**config.mk**
```make
export PLATFORM = sky130hd
export DESIGN_NAME = ws_systolic_array
export DESIGN_NICKNAME = d
export VERILOG_FILES = /design/src/rtl/sa_pkg.sv /design/src/rtl/sa_skew.sv /design/src/rtl/sa_cell.sv /design/src/rtl/sa_deskew.sv /design/src/rtl/ws_systolic_array.sv
export SDC_FILE = /design/constraint.sdc
export NUM_CORES = 2
export LEC_CHECK = 0
export BUFFER_PORTS_ARGS = -buffer_cell sky130_fd_sc_hd__buf_4
export CAP_MARGIN = 20
export CORE_AREA = 2 2 508 510
export CTS_CLUSTER_DIAMETER = 80
export CTS_CLUSTER_SIZE = 20
export DETAILED_ROUTE_END_ITERATION = 7
export DIE_AREA = 0 0 510 512
export PLACE_DENSITY_LB_ADDON = 0.05
export SETUP_SLACK_MARGIN = 0.5
export SYNTH_ARGS = -nofsm -noshare
export SYNTH_HDL_FRONTEND = slang
export SYNTH_HIERARCHICAL = 1
export SYNTH_SLANG_ARGS = --single-unit
```
**constraint.sdc**
```tcl
create_clock -name clk -period 9 [get_ports clk]
set_input_delay 1.8 -clock clk [delete_from_list [all_inputs] [get_ports clk]]
set_output_delay 1.8 -clock clk [all_outputs]
set_load 0.05 [all_outputs]
```
**src/rtl/sa_pkg.sv**
```systemverilog
package sa_pkg;

    localparam int DATA_W = 8;
    localparam int ACC_W  = 32;
    localparam int PROD_W = 2 * DATA_W;

    // One element travelling right along a row, tagged with its vector's flags.
    typedef struct packed {
        logic              vld;
        logic              sw;
        logic [DATA_W-1:0] val;
    } lane_t;

    // Width of the partial sum leaving a given row: the product width plus one bit
    // per adder above, never wider than the accumulator.
    function automatic int psum_w(int row);
        return (PROD_W + row > ACC_W) ? ACC_W : PROD_W + row;
    endfunction

endpackage

```
**src/rtl/sa_skew.sv**
```systemverilog
module sa_skew
    import sa_pkg::*;
#(
    parameter int N = 4
) (
    input  logic  clk,
    input  logic  rst,
    input  lane_t lane_i [N],
    output lane_t lane_o [N]
);

    for (genvar k = 0; k < N; k++) begin : g_lane
        if (k == 0) begin : g_direct
            assign lane_o[0] = lane_i[0];
        end else begin : g_delay
            lane_t dq [k];

            always_ff @(posedge clk) begin
                if (rst) begin
                    for (int j = 0; j < k; j++) dq[j] <= '0;
                end else begin
                    dq[0] <= lane_i[k];
                    for (int j = 1; j < k; j++) dq[j] <= dq[j-1];
                end
            end

            assign lane_o[k] = dq[k-1];

            // each lane trails its upper neighbour by exactly one cycle.
            a_r3_skew_step: assert property (@(posedge clk) disable iff (rst)
                !$past(rst) |-> (lane_o[k].vld == $past(lane_o[k-1].vld)) &&
                                (lane_o[k].sw  == $past(lane_o[k-1].sw)));
        end
    end

endmodule

```
**src/rtl/sa_cell.sv**
```systemverilog
module sa_cell
    import sa_pkg::*;
#(
    parameter int ROW = 0
) (
    input  logic                          clk,
    input  logic                          rst,
    input  lane_t                         lane_i,
    output lane_t                         lane_o,
    input  logic signed [psum_w((ROW > 0) ? ROW - 1 : 0)-1:0] psum_i,
    output logic signed [psum_w(ROW)-1:0] psum_o,
    input  logic                          ld_we,
    input  logic [DATA_W-1:0]             ld_w
);

    localparam int PW = psum_w(ROW);

    logic [DATA_W-1:0]        wbuf [2];
    logic                     sel;
    logic                     flip;
    logic signed [DATA_W-1:0] w_eff;
    logic signed [PROD_W-1:0] prod;

    // A switch element already uses the idle register on the cycle it arrives.
    assign flip  = lane_i.vld & lane_i.sw;
    assign w_eff = wbuf[sel ^ flip];
    assign prod  = $signed(lane_i.val) * w_eff;

    always_ff @(posedge clk) begin
        if (rst) begin
            wbuf[0] <= '0;
            wbuf[1] <= '0;
            sel     <= 1'b0;
            lane_o  <= '0;
            psum_o  <= '0;
        end else begin
            lane_o <= lane_i;
            psum_o <= PW'(psum_i) + PW'(prod);
            if (flip)  sel       <= ~sel;
            if (ld_we) wbuf[~sel] <= ld_w;
        end
    end

    // a row write never lands on the cycle this cell changes register.
    a_r7_no_load_on_flip: assert property (@(posedge clk) disable iff (rst)
        !(flip && ld_we));

    // the active register changes only behind a valid switch element.
    a_r5_flip_needs_switch: assert property (@(posedge clk) disable iff (rst)
        (sel != $past(sel)) |-> $past(lane_i.vld && lane_i.sw));

endmodule

```
**src/rtl/sa_deskew.sv**
```systemverilog
module sa_deskew
    import sa_pkg::*;
#(
    parameter int N = 4
) (
    input  logic             clk,
    input  logic             rst,
    input  logic [ACC_W-1:0] col_i [N],
    input  logic [N-1:0]     vld_i,
    output logic [N*ACC_W-1:0] vec_o,
    output logic [N-1:0]     vld_o
);

    for (genvar c = 0; c < N; c++) begin : g_col
        localparam int D = N - c;
        logic [ACC_W:0] dq [D];

        always_ff @(posedge clk) begin
            if (rst) begin
                for (int j = 0; j < D; j++) dq[j] <= '0;
            end else begin
                dq[0] <= {vld_i[c], col_i[c]};
                for (int j = 1; j < D; j++) dq[j] <= dq[j-1];
            end
        end

        assign {vld_o[c], vec_o[c*ACC_W +: ACC_W]} = dq[D-1];
    end

    // every column of a result leaves on the same cycle.
    a_r1_cols_aligned: assert property (@(posedge clk) disable iff (rst)
        (vld_o == '0) || (vld_o == '1));

endmodule

```
**src/rtl/ws_systolic_array.sv**
```systemverilog
module ws_systolic_array
    import sa_pkg::*;
#(
    parameter int N = 4
) (
    input  logic                  clk,
    input  logic                  rst,
    input  logic                  in_valid,
    input  logic                  in_switch,
    input  logic [N*DATA_W-1:0]   in_vec,
    input  logic                  ld_valid,
    input  logic [N*DATA_W-1:0]   ld_row,
    output logic                  out_valid,
    output logic [N*ACC_W-1:0]    out_vec
);

    localparam int TW = (N > 1) ? $clog2(N) : 1;

    lane_t          in_l [N];
    lane_t          sk_l [N];
    logic [TW-1:0]  ld_cnt;
    logic [ACC_W-1:0] col_w [N];
    logic [N-1:0]   col_v;
    logic [N-1:0]   vld_o;

    for (genvar i = 0; i < N; i++) begin : g_in
        assign in_l[i] = '{vld: in_valid,
                           sw:  in_valid & in_switch,
                           val: in_vec[i*DATA_W +: DATA_W]};
    end

    sa_skew #(.N(N)) u_skew (
        .clk    (clk),
        .rst    (rst),
        .lane_i (in_l),
        .lane_o (sk_l)
    );

    // Beat k (modulo N) is tagged for row k.
    always_ff @(posedge clk) begin
        if (rst)           ld_cnt <= '0;
        else if (ld_valid) ld_cnt <= (ld_cnt == TW'(N - 1)) ? '0 : ld_cnt + 1'b1;
    end

    a_r6_beat_wraps: assert property (@(posedge clk) disable iff (rst)
        (ld_valid && ld_cnt == TW'(N - 1)) |=> (ld_cnt == '0));

    for (genvar r = 0; r < N; r++) begin : g_row
        localparam int PW  = psum_w(r);
        localparam int PWI = psum_w((r > 0) ? r - 1 : 0);

        lane_t                ln  [N+1];
        logic signed [PWI-1:0] pin [N];
        logic signed [PW-1:0]  ps  [N];
        logic                 cv;
        logic [TW-1:0]        ct;
        logic [N*DATA_W-1:0]  cd;

        assign ln[0] = sk_l[r];

        // Weight carrier: rows fall one row per cycle down the columns.
        if (r == 0) begin : g_first
            assign cv = ld_valid;
            assign ct = ld_cnt;
            assign cd = ld_row;
            for (genvar c = 0; c < N; c++) begin : g_z
                assign pin[c] = '0;
            end
        end else begin : g_next
            always_ff @(posedge clk) begin
                if (rst) begin
                    cv <= 1'b0;
                    ct <= '0;
                    cd <= '0;
                end else begin
                    cv <= g_row[r-1].cv;
                    ct <= g_row[r-1].ct;
                    cd <= g_row[r-1].cd;
                end
            end
            for (genvar c = 0; c < N; c++) begin : g_p
                assign pin[c] = g_row[r-1].ps[c];
            end
        end

        for (genvar c = 0; c < N; c++) begin : g_col
            sa_cell #(.ROW(r)) u_cell (
                .clk    (clk),
                .rst    (rst),
                .lane_i (ln[c]),
                .lane_o (ln[c+1]),
                .psum_i (pin[c]),
                .psum_o (ps[c]),
                .ld_we  (cv && (ct == TW'(r))),
                .ld_w   (cd[c*DATA_W +: DATA_W])
            );
        end
    end

    for (genvar c = 0; c < N; c++) begin : g_bot
        assign col_w[c] = ACC_W'(g_row[N-1].ps[c]);
        assign col_v[c] = g_row[N-1].ln[c+1].vld;
    end

    sa_deskew #(.N(N)) u_deskew (
        .clk   (clk),
        .rst   (rst),
        .col_i (col_w),
        .vld_i (col_v),
        .vec_o (out_vec),
        .vld_o (vld_o)
    );

    assign out_valid = &vld_o;

endmodule

```
==> impl_metrics.ini <==
[global_route]
grtUsageMet3_pct = 1.52
first_global_vias = 53600
grt_remaining_overflow = 0
antenna_found_initial = 12
grt_pass1_wl_um = 297000
grt_max_degree = 174
grt_use_met2_pct = 21.1
use_met1_pct = 21.7
grt_use_total_pct = 14.0
busiest_layer = met1

[final_layout]
fill_cells = 25400
area_delta_synth_final_pct = 9.35
num-nets-final = 10200
finalCoreUtilization_pct = 37.7
layout.cells.non_filler = 11700
layout-drive-gt1-share_pct = 9.83

[detailed_routing]
drc_errors = 0
viasPerCell = 4.25
firstDrtPassIters = 7
vias = 49800
drt_wl_total_um = 178000
wl_per_cell_um = 15.2
ant_nets = 0
first_iter_violations = 1886

[cts]
cts_setup_buffers = 0
cts-buffers-inserted = 98
cts_hold_repair.buffers = 0
htreeDepth = 3
clockRootBuffer = clkbuf_16
clock_latency_ns = 0.77
cts_resized = 0
tritoncts = built
cts.sinks = 1170
path_clk_slew_ns = 0.08
cts_buffer_depth = 3

[sta]
finalCritPeriodShare_pct = 79.6
slew_headroom_pct = 28.4
setup_tns_ns = 0
skew_ns = 0.0699
period_needed_ns = 7.16
final_max_slew_viol_count = 0
setup_viol = 0
rsz0062_at_grt = false
whs_ns = 0.424
worstMarginPinSlew_ns = 1.04
hold_viol_final = 0
fmax_mhz = 140

[logic_synthesis]
syn_area_per_cell_um2 = 10.9
yosys_warnings = 6
netlist_area_um2 = 88100
postSynthCellCount = 8102

[placed_design]
gp_congestion = 0.776
io_buffers = 197
dp_hpwl_um = 145000
placed_cells = 11500

[worst_setup_path]
reg2reg_from = g_row[3].g_col[2].u_cell/lane_o[9]
reg2regPathDepth = 19
startpoint_type = input pin
r2r_slack_ns = 2.62
critPathArrivalTime_ns = 7.80
worstSetupPathType = in2reg
critical_path_required_ns = 9.64
cp-end-kind = flop
r2r-end = g_row[3].g_col[3].u_cell/psum_o[15]
path_max_fanout = 9

[power]
totalPowerFinal_mw = 18.6
p_leak_nw = 45.6
power.density_nw_per_um2 = 193
peakVddDrop_v = 0.000167

[worst_hold_path]
holdPathEnd = u_deskew/g_col[2].dq[0][2]
min-delay-start = g_row[3].g_col[2].u_cell/psum_o[2]
hold_path_depth = 1
hp-class = reg2reg

[floorplanning]
fp.dieH_um = 512
die-width_um = 510
core.rowCount = 186
dieArea_um2 = 261000
start_util_pct = 34.4
core_area_um2 = 256000
io_pins = 198

[run_status]
status = completed

[flow_run]
timing.max_cap.violations = 0
[worst max-delay path by stage]
stage | startpoint | end | slack (ns) | cells past startpoint
global route | in_valid | g_row[0].g_col[0].u_cell/psum_o[13] | 1.48 | 20
finish | in_switch | g_row[0].g_col[0].u_cell/psum_o[15] | 1.84 | 22
floorplan | in_valid | g_row[0].g_col[0].u_cell/psum_o[14] | 1.80 | 20
CTS | in_switch | g_row[0].g_col[0].u_cell/psum_o[14] | 1.89 | 20
global placement | in_switch | g_row[0].g_col[0].u_cell/psum_o[15] | 1.09 | 22
detailed placement | in_switch | g_row[0].g_col[0].u_cell/psum_o[14] | 1.04 | 20
[power by group]
group	switching, mW	internal [mW]
logic	4.32	3.33
clock network	2.35	2.28
registers	0.331	6.02
total	7.00	11.6
[metal layers]
| layer | vias up | part of all wire, % |
|---|---|---|
| met4 | 0 | 1.5 |
| met3 | 130 | 2.7 |
| li1 | 25100 | - |
| met1 | 24100 | 53 |
| met2 | 455 | 42 |
| met5 | - | 0 |
[flip-flops by register name, indices dropped and copies added, names as in the netlist]
| signal | flops |
|---|---|
| g_row.g_col.u_cell/lane_o | 121 |
| g_row.cd | 96 |
| u_skew/g_lane.g_delay.dq | 60 |
| g_row.cv | 3 |
| g_row.ct | 8 |
| g_row.g_col.u_cell/sel | 16 |
| g_row.g_col.u_cell/wbuf | 256 |
| u_deskew/g_col.dq | 330 |
| g_row.g_col.u_cell/psum_o | 280 |
[layout by cell type (no fill, tap or decap), types with 78 or more instances in the layout]
cell and instances:
ha_1 650, buf_4 233, and2_1 470, nor2_1 286
mux2_2 78, edfxtp_1 256, inv_1 1371, fa_1 1244
dfxtp_1 914, nor2b_1 828, nand2_1 389, a21oi_1 151
clkbuf_16 101, nor2b_2 220, xnor2_1 143, mux2i_1 78
nand2b_1 78
[per-stage QoR]
step                worst slack [ns]  instance area, µm²
floorplan                       1.80               88300
global placement                1.09               92800
detailed placement              1.04               92800
CTS                             1.89               96300
global route                    1.48               96300
finish                          1.84               96300
[cell type report]
cell class	count	area, µm²	share of cell area, %
multi-input cells	5377	55600	57.7
flip-flops and latches	1170	26000	27.0
inverters	1371	5150	5.34
well taps	3384	4230	4.40
clock buffers	115	2620	2.72
repair buffers	236	1800	1.87
clock inverters	61	897	0.932
diodes	10	25.0	0.0260
[worst max-delay path, cell delays in order]
cell,delay [ns]
buf_4,0.12
and2_1,0.20
nand2_1,0.31
xor2_4,0.43
mux2i_1,0.72
nand2b_1,0.29
inv_1,0.08
fa_1,0.59
inv_1,0.14
fa_1,0.55
inv_1,0.05
fa_1,0.53
inv_1,0.06
fa_1,0.52
inv_1,0.04
ha_1,0.29
ha_1,0.36
a21o_1,0.19
a21o_1,0.17
a21oi_1,0.17
a21o_1,0.13
mux2i_1,0.06
Power figures use the tool's default switching activity.
